===== src/rtl/spi_tunnel_pkg.sv =====
package spi_tunnel_pkg;
  localparam logic [7:0] OFS_QUEUE = 8'h90;
  localparam logic [7:0] OFS_RESP  = 8'h91;
  localparam logic [7:0] OFS_LEN   = 8'h92;
  localparam logic [7:0] OFS_CTRL  = 8'h93;
  localparam logic [7:0] OFS_GUARD = 8'hB3;
  localparam logic [7:0] GUARD_KEY = 8'h10;
  localparam int CTRL_GO   = 0;
  localparam int CTRL_RWND = 1;
  localparam int CTRL_NORX = 2;
endpackage


===== src/rtl/spi_tunnel_txq.sv =====
module spi_tunnel_txq #(
  parameter int DEPTH = 16,
  localparam int IW = $clog2(DEPTH),
  localparam int CW = $clog2(DEPTH + 1)
) (
  input  logic          clk_i,
  input  logic          rst_ni,
  input  logic          clr_i,
  input  logic          push_i,
  input  logic [7:0]    data_i,
  input  logic [IW-1:0] idx_i,
  output logic [7:0]    data_o,
  output logic [CW-1:0] count_o
);
  logic [7:0]    mem_q [DEPTH];
  logic [CW-1:0] cnt_q;

  always_ff @(posedge clk_i or negedge rst_ni) begin
    if (!rst_ni) begin
      cnt_q <= '0;
      for (int i = 0; i < DEPTH; i++) mem_q[i] <= '0;
    end else if (clr_i) begin
      cnt_q <= '0;
    end else if (push_i && (cnt_q < CW'(DEPTH))) begin
      mem_q[cnt_q[IW-1:0]] <= data_i;
      cnt_q <= cnt_q + 1'b1;
    end
  end

  assign data_o  = mem_q[idx_i];
  assign count_o = cnt_q;
endmodule


===== src/rtl/spi_tunnel_rxbuf.sv =====
module spi_tunnel_rxbuf #(
  parameter int DEPTH = 16,
  localparam int IW = $clog2(DEPTH)
) (
  input  logic          clk_i,
  input  logic          rst_ni,
  input  logic          clr_i,
  input  logic          wr_i,
  input  logic [IW-1:0] widx_i,
  input  logic [7:0]    wdata_i,
  input  logic          pop_i,
  output logic [7:0]    data_o
);
  logic [7:0]    mem_q [DEPTH];
  logic [IW-1:0] rd_q;

  always_ff @(posedge clk_i or negedge rst_ni) begin
    if (!rst_ni) begin
      rd_q <= '0;
      for (int i = 0; i < DEPTH; i++) mem_q[i] <= '0;
    end else begin
      if (wr_i) mem_q[widx_i] <= wdata_i;
      if (clr_i)      rd_q <= '0;
      else if (pop_i) rd_q <= rd_q + 1'b1;
    end
  end

  assign data_o = mem_q[rd_q];
endmodule


===== src/rtl/spi_tunnel_shift.sv =====
module spi_tunnel_shift #(
  parameter int HALF_DIV = 4,
  parameter int CNT_W    = 6,
  parameter int IDX_W    = 4,
  localparam int DIV_W = $clog2(HALF_DIV + 1)
) (
  input  logic             clk_i,
  input  logic             rst_ni,
  input  logic             start_i,
  input  logic [CNT_W-1:0] n_tx_i,
  input  logic [CNT_W-1:0] n_rx_i,
  input  logic [7:0]       tx_byte_i,
  input  logic             miso_i,
  output logic             busy_o,
  output logic             done_o,
  output logic [IDX_W-1:0] tx_idx_o,
  output logic             rx_we_o,
  output logic [IDX_W-1:0] rx_idx_o,
  output logic [7:0]       rx_byte_o,
  output logic             sclk_o,
  output logic             cs_n_o,
  output logic             mosi_o
);
  logic             busy_q, sclk_q, done_q, rxwe_q;
  logic [CNT_W-1:0] byte_q, ntx_q, ntot_q, rxi_q;
  logic [2:0]       bit_q;
  logic [DIV_W-1:0] div_q;
  logic [7:0]       sh_q, rxb_q;
  logic             tick;

  assign tick = busy_q && (div_q == DIV_W'(HALF_DIV - 1));

  always_ff @(posedge clk_i or negedge rst_ni) begin
    if (!rst_ni) begin
      busy_q <= 1'b0; sclk_q <= 1'b0; done_q <= 1'b0; rxwe_q <= 1'b0;
      byte_q <= '0; ntx_q <= '0; ntot_q <= '0; rxi_q <= '0;
      bit_q <= '0; div_q <= '0; sh_q <= '0; rxb_q <= '0;
    end else begin
      done_q <= 1'b0;
      rxwe_q <= 1'b0;
      if (start_i && !busy_q) begin
        busy_q <= 1'b1;
        sclk_q <= 1'b0;
        byte_q <= '0;
        bit_q  <= '0;
        div_q  <= '0;
        ntx_q  <= n_tx_i;
        ntot_q <= n_tx_i + n_rx_i;
      end else if (busy_q) begin
        div_q <= tick ? '0 : div_q + 1'b1;
        if (tick) begin
          if (!sclk_q) begin
            sclk_q <= 1'b1;
            sh_q   <= {sh_q[6:0], miso_i};  // sample on rising edge
          end else begin
            sclk_q <= 1'b0;                 // shift on falling edge
            if (bit_q == 3'd7) begin
              bit_q <= '0;
              if (byte_q >= ntx_q) begin
                rxwe_q <= 1'b1;
                rxb_q  <= sh_q;
                rxi_q  <= byte_q - ntx_q;
              end
              byte_q <= byte_q + 1'b1;
              if ((byte_q + 1'b1) == ntot_q) begin
                busy_q <= 1'b0;
                done_q <= 1'b1;
              end
            end else begin
              bit_q <= bit_q + 1'b1;
            end
          end
        end
      end
    end
  end

  assign busy_o    = busy_q;
  assign done_o    = done_q;
  assign tx_idx_o  = byte_q[IDX_W-1:0];
  assign rx_we_o   = rxwe_q;
  assign rx_idx_o  = rxi_q[IDX_W-1:0];
  assign rx_byte_o = rxb_q;
  assign sclk_o    = sclk_q;
  assign cs_n_o    = !busy_q;
  assign mosi_o    = busy_q && (byte_q < ntx_q) && tx_byte_i[3'd7 - bit_q];
endmodule


===== src/rtl/spi_tunnel.sv =====
module spi_tunnel
  import spi_tunnel_pkg::*;
#(
  parameter int NIB_W    = 4,
  parameter int HALF_DIV = 4
) (
  input  logic       clk_i,
  input  logic       rst_ni,
  input  logic       reg_we_i,
  input  logic       reg_re_i,
  input  logic [7:0] reg_addr_i,
  input  logic [7:0] reg_wdata_i,
  output logic [7:0] reg_rdata_o,
  output logic       sclk_o,
  output logic       cs_n_o,
  output logic       mosi_o,
  input  logic       miso_i
);
  localparam int DEPTH = 1 << NIB_W;
  localparam int CNT_W = NIB_W + 2;
  localparam int CW    = $clog2(DEPTH + 1);

  logic [7:0]       guard_q, len_q, q_byte, resp_byte, rx_byte;
  logic [2:0]       ctl_q;
  logic             busy, done, rx_we, gate_open;
  logic             ctl_wr, start, rewind, push, pop;
  logic [NIB_W-1:0] tx_idx, rx_idx;
  logic [CW-1:0]    q_count;
  logic [CNT_W-1:0] n_tx, n_rx;

  assign gate_open = (guard_q == GUARD_KEY);
  assign ctl_wr    = reg_we_i && (reg_addr_i == OFS_CTRL) && !busy;
  assign start     = ctl_wr && reg_wdata_i[CTRL_GO] && gate_open;
  assign rewind    = (ctl_wr && reg_wdata_i[CTRL_RWND]) || done;
  assign push      = reg_we_i && (reg_addr_i == OFS_QUEUE) && !busy;
  assign pop       = reg_re_i && (reg_addr_i == OFS_RESP) && !busy;
  assign n_tx      = CNT_W'(len_q[NIB_W-1:0]) + 1'b1;
  assign n_rx      = reg_wdata_i[CTRL_NORX] ? '0 : CNT_W'(len_q[7:NIB_W]) + 1'b1;

  always_ff @(posedge clk_i or negedge rst_ni) begin
    if (!rst_ni) begin
      guard_q <= '0;
      len_q   <= '0;
      ctl_q   <= '0;
    end else begin
      if (reg_we_i && (reg_addr_i == OFS_GUARD)) guard_q <= reg_wdata_i;
      if (reg_we_i && (reg_addr_i == OFS_LEN) && !busy) len_q <= reg_wdata_i;
      if (ctl_wr) ctl_q <= reg_wdata_i[4:2];
    end
  end

  always_comb begin
    unique case (reg_addr_i)
      OFS_RESP:  reg_rdata_o = resp_byte;
      OFS_LEN:   reg_rdata_o = len_q;
      OFS_CTRL:  reg_rdata_o = {3'b000, ctl_q, 1'b0, busy};
      OFS_GUARD: reg_rdata_o = guard_q;
      default:   reg_rdata_o = 8'h00;
    endcase
  end

  spi_tunnel_txq #(.DEPTH(DEPTH)) u_txq (
    .clk_i, .rst_ni, .clr_i(rewind), .push_i(push), .data_i(reg_wdata_i),
    .idx_i(tx_idx), .data_o(q_byte), .count_o(q_count)
  );

  spi_tunnel_rxbuf #(.DEPTH(DEPTH)) u_rxbuf (
    .clk_i, .rst_ni, .clr_i(rewind), .wr_i(rx_we), .widx_i(rx_idx),
    .wdata_i(rx_byte), .pop_i(pop), .data_o(resp_byte)
  );

  spi_tunnel_shift #(.HALF_DIV(HALF_DIV), .CNT_W(CNT_W), .IDX_W(NIB_W)) u_shift (
    .clk_i, .rst_ni, .start_i(start), .n_tx_i(n_tx), .n_rx_i(n_rx),
    .tx_byte_i(q_byte), .miso_i, .busy_o(busy), .done_o(done),
    .tx_idx_o(tx_idx), .rx_we_o(rx_we), .rx_idx_o(rx_idx), .rx_byte_o(rx_byte),
    .sclk_o, .cs_n_o, .mosi_o
  );
endmodule


===== config.mk =====
export PLATFORM = sky130hd
export DESIGN_NAME = spi_tunnel
export DESIGN_NICKNAME = d
export VERILOG_FILES = /design/src/rtl/spi_tunnel_pkg.sv /design/src/rtl/spi_tunnel_txq.sv /design/src/rtl/spi_tunnel_rxbuf.sv /design/src/rtl/spi_tunnel_shift.sv /design/src/rtl/spi_tunnel.sv
export SDC_FILE = /design/constraint.sdc
export NUM_CORES = 1
export LEC_CHECK = 0
export BUFFER_PORTS_ARGS = -buffer_cell sky130_fd_sc_hd__buf_4
export CORE_MARGIN = 2
export CORE_UTILIZATION = 29
export DETAILED_ROUTE_END_ITERATION = 10
export PLACE_DENSITY = 0.48
export SYNTH_ARGS = -nofsm -noshare
export SYNTH_HDL_FRONTEND = slang
export SYNTH_SLANG_ARGS = --single-unit

===== constraint.sdc =====
create_clock -name clk_i -period 5.68 [get_ports clk_i]
set_input_delay 0.568 -clock clk_i [delete_from_list [all_inputs] [get_ports clk_i]]
set_output_delay 0.568 -clock clk_i [all_outputs]
set_load 0.01 [all_outputs]

==> metrics.yaml <==
fin_crit_ns: 4.10
clock_sinks: 331
synth-adder-area-share: 0.0193
relSlewSlack: 0.221
finalNetCount: 1161
ant_nets: 0
grt_overflow: 0
ys_seq_area_frac: 0.528
gr-usage-met2: 0.201
area_growth_pct: 13.8
place.gp.congestion: 0.763
syn_inst: 1098
cp_num_cells: 10
cts-root-buf: "clkbuf_16"
dieArea_um2: 56000
cts_buffers: 39
cp_top_family: "simple AND/OR/NAND/NOR gates"
switching_share: 0.216
use_met3: 0.0280
htreeDepth: 2
required_ns: 5.11
powerDensity_nw_per_um2: 276
grt_max_degree: 172
crit_slowest_cell: "dfrtp_1"
row_count: 85
cp_num_buf_inv: 4
cts_tree: "built"
grt_pass1_wl_um: 60300
die_h_um: 237
syn_nets: 1142
antenna_found_initial: 1
power.internal_uw: 3870
comb_power_share: 0.027
dp.cells: 1772
p_leak_uw: 0.00836
via_per_inst: 4.94
synth_top_area_frac: 0.528
drc: 0
fin_skew_ns: 0.0122
ys_ff_latch: 331
io_buffers: 31
firstDrtPassIters: 5
yosys.area_share.simple: 0.0599
report.final.hold_viol_count: 0
path_clk_slew_ns: 0.06
netlist_top_cells_area: "dfrtp_1 53%, mux2_2 21%, mux4_2 9.2%, mux2i_1 2.3%, ha_1 1.7%"
crit_type: "reg -> out"
tightestPinTransition_ns: 1.17
dpl_cell_area_um2: 16600
synth_compound_area_frac: 0.0274
yosys_warnings: 0
peakVddDrop_mv: 0.200
yosys_most_used_dff: "dfrtp_1"
rsz0062_at_grt: "false"
start_util: 0.292
cts_setup_buffers: 0
crit_chain: "inv_1 > ha_1 > inv_1 > fa_1 > inv_1 > o21ai_0 > nor3_1 > nand4_1 > nor3_1 > buf_4"
hold_class: "in -> async"
final_core_util: 0.333
endpoint_kind: "output port"
num_antenna_cells: 0
path_max_fanout: 18
tns_ns: 0
avgSynthCellArea_um2: 14.3
power.switching_uw: 1070
clockPowerShare: 0.490
drv_cap: 0
synth_top_family_by_area: "multiplexers"
die_w_um: 237
vias: 9083
fin_area_um2: 17900
wirelength_um: 38200
fmax_ghz: 0.244
dp_hpwl_um: 25200
critPathMaxStageDelay_ns: 0.75
crit_path_start_kind: "flip-flop"
ctsHoldBuffers: 0
slew_violations: 0
synth_edf_count: 0
final_layout_size_suffix_gt1_frac: 0.415
synth_cell_types: 56
yosysTopAreaCell: "dfrtp_1"
avgRoutedWirePerCell_um: 20.8
r2r_cells: 6
grt_use_met1: 0.215
busiest_layer: "met1"
ff_latch_area_um2: 8290
fill_cells: 5245
ios: 32
final_cell_mix: "329 x dfrtp_1, 296 x mux2_2, 64 x mux4_2"
ctsResizeCount: 0
netlist_area_um2: 15700
crit_arrival_ns: 3.53
grt_usage: 0.141
setup_viol: 0
synthXorXnorAreaFrac: 0.0139
synth_mux_area_frac: 0.329
core_area_um2: 53700
clk_latency_ns: 0.54
fin_cells: 1837
layout_commonest_cell: "dfrtp_1"
finalCritPeriodShare: 0.721
crit_top_cell: "inv_1"
clockBufferDepth: 3
status: "finished clean"
seqPwrFrac: 0.483
multiInputGateArea_um2: 7070
grt_pass1_vias: 9531
synthArstFlopShare: 1.00
drt_iter0_markers: 410
## cells by family (layout without fill, tap and decap cells)
kind of cell / Yosys count / in the layout
flip-flops: 331 / 331
AO/OA/AOI/OAI: 66 / 66
multiplexers: 399 / 399
adder cells (fa/ha/maj): 23 / 23
buffers and inverters: 87 / 130
AND/OR/NAND/NOR: 167 / 167
XOR/XNOR: 25 / 25
## Yosys cell counts, drive strengths merged, types with 2 or more instances
master / n
a22oi: 6
dfrtp: 331
nand2: 46
and3: 4
xor2: 11
a21o: 5
and4b: 2
or3: 3
inv: 24
nand3: 15
o21ai: 22
nor3b: 2
xnor2: 14
mux4: 64
nor4: 4
nor3: 8
clkbuf: 42
mux2i: 36
nand4b: 2
o22a: 2
buf: 20
nand2b: 6
a21oi: 11
o221ai: 4
o2111ai: 2
mux2: 299
a22o: 2
fa: 2
and2: 4
nor2b: 12
and4bb: 2
nand3b: 5
ha: 21
nor2: 42
a211oi: 3
nand4: 7
## path summary, 6_finish.rpt
path	from	end	slack [ns]
setup / recovery	u_shift.byte_q[0]$_DFFE_PN0P_	mosi_o	1.58
hold / removal	rst_ni	u_rxbuf.mem_q[120]$_DFFE_PN0P_	0.04
setup reg to reg	u_shift.busy_o$_DFF_PN0_	u_txq.mem_q[103]$_DFFE_PN0P_	2.45
hold reg to reg	u_txq.mem_q[124]$_DFFE_PN0P_	u_txq.mem_q[124]$_DFFE_PN0P_	0.49
max in group asynchronous	rst_ni	u_txq.mem_q[54]$_DFFE_PN0P_	4.15
min in group clk_i	miso_i	u_shift.sh_q[0]$_DFFE_PN0P_	0.31
## per-stage QoR
stage	setup slack (ns)	power [µW]	hold WS, ns
after floorplan	2.84	2480	0.272
after global placement	2.01	2570	0.470
after detailed placement	2.02	2570	0.480
after CTS	1.45	5030	0.0717
after global routing	1.18	5160	0.0859
final	1.58	4940	0.0413
## routing by layer
layer | wire length (µm) | part of all wire
met5 | 10 | 0.00026
met4 | 726 | 0.019
met3 | 1610 | 0.042
met2 | 16100 | 0.42
met1 | 19800 | 0.52
## cell type report
type / instances / share of cell area
sequential: 331 / 0.464
timing repair buffer: 40 / 0.0179
clock buffer: 59 / 0.0657
inverter: 25 / 0.00525
tap: 696 / 0.0487
multi-input combinational: 680 / 0.396
clock inverter: 6 / 0.00308
## state kept, by name, indices dropped and copies added, names as in the netlist
signal             count
u_rxbuf.mem_q        128
u_txq.mem_q          128
guard_q                8
len_q                  8
u_shift.rx_byte_o      8
u_shift.sh_q           8
u_shift.byte_q         6
u_shift.ntot_q         6
u_shift.ntx_q          5
u_txq.count_o          5
u_rxbuf.rd_q           4
u_shift.rxi_q          4
ctl_q                  3
u_shift.bit_q          3
u_shift.div_q          3
u_shift.busy_o         1
u_shift.done_o         1
u_shift.rx_we_o        1
u_shift.sclk_o         1
## power by group through the flow
stage	registers, µW	logic (µW)	clock network, µW
after floorplan	2420	61.2	0
after global placement	2430	139	0
after detailed placement	2430	139	0
after CTS	2390	140	2500
after global routing	2390	153	2610
final	2390	133	2420
(Power assumes the default switching activity.)
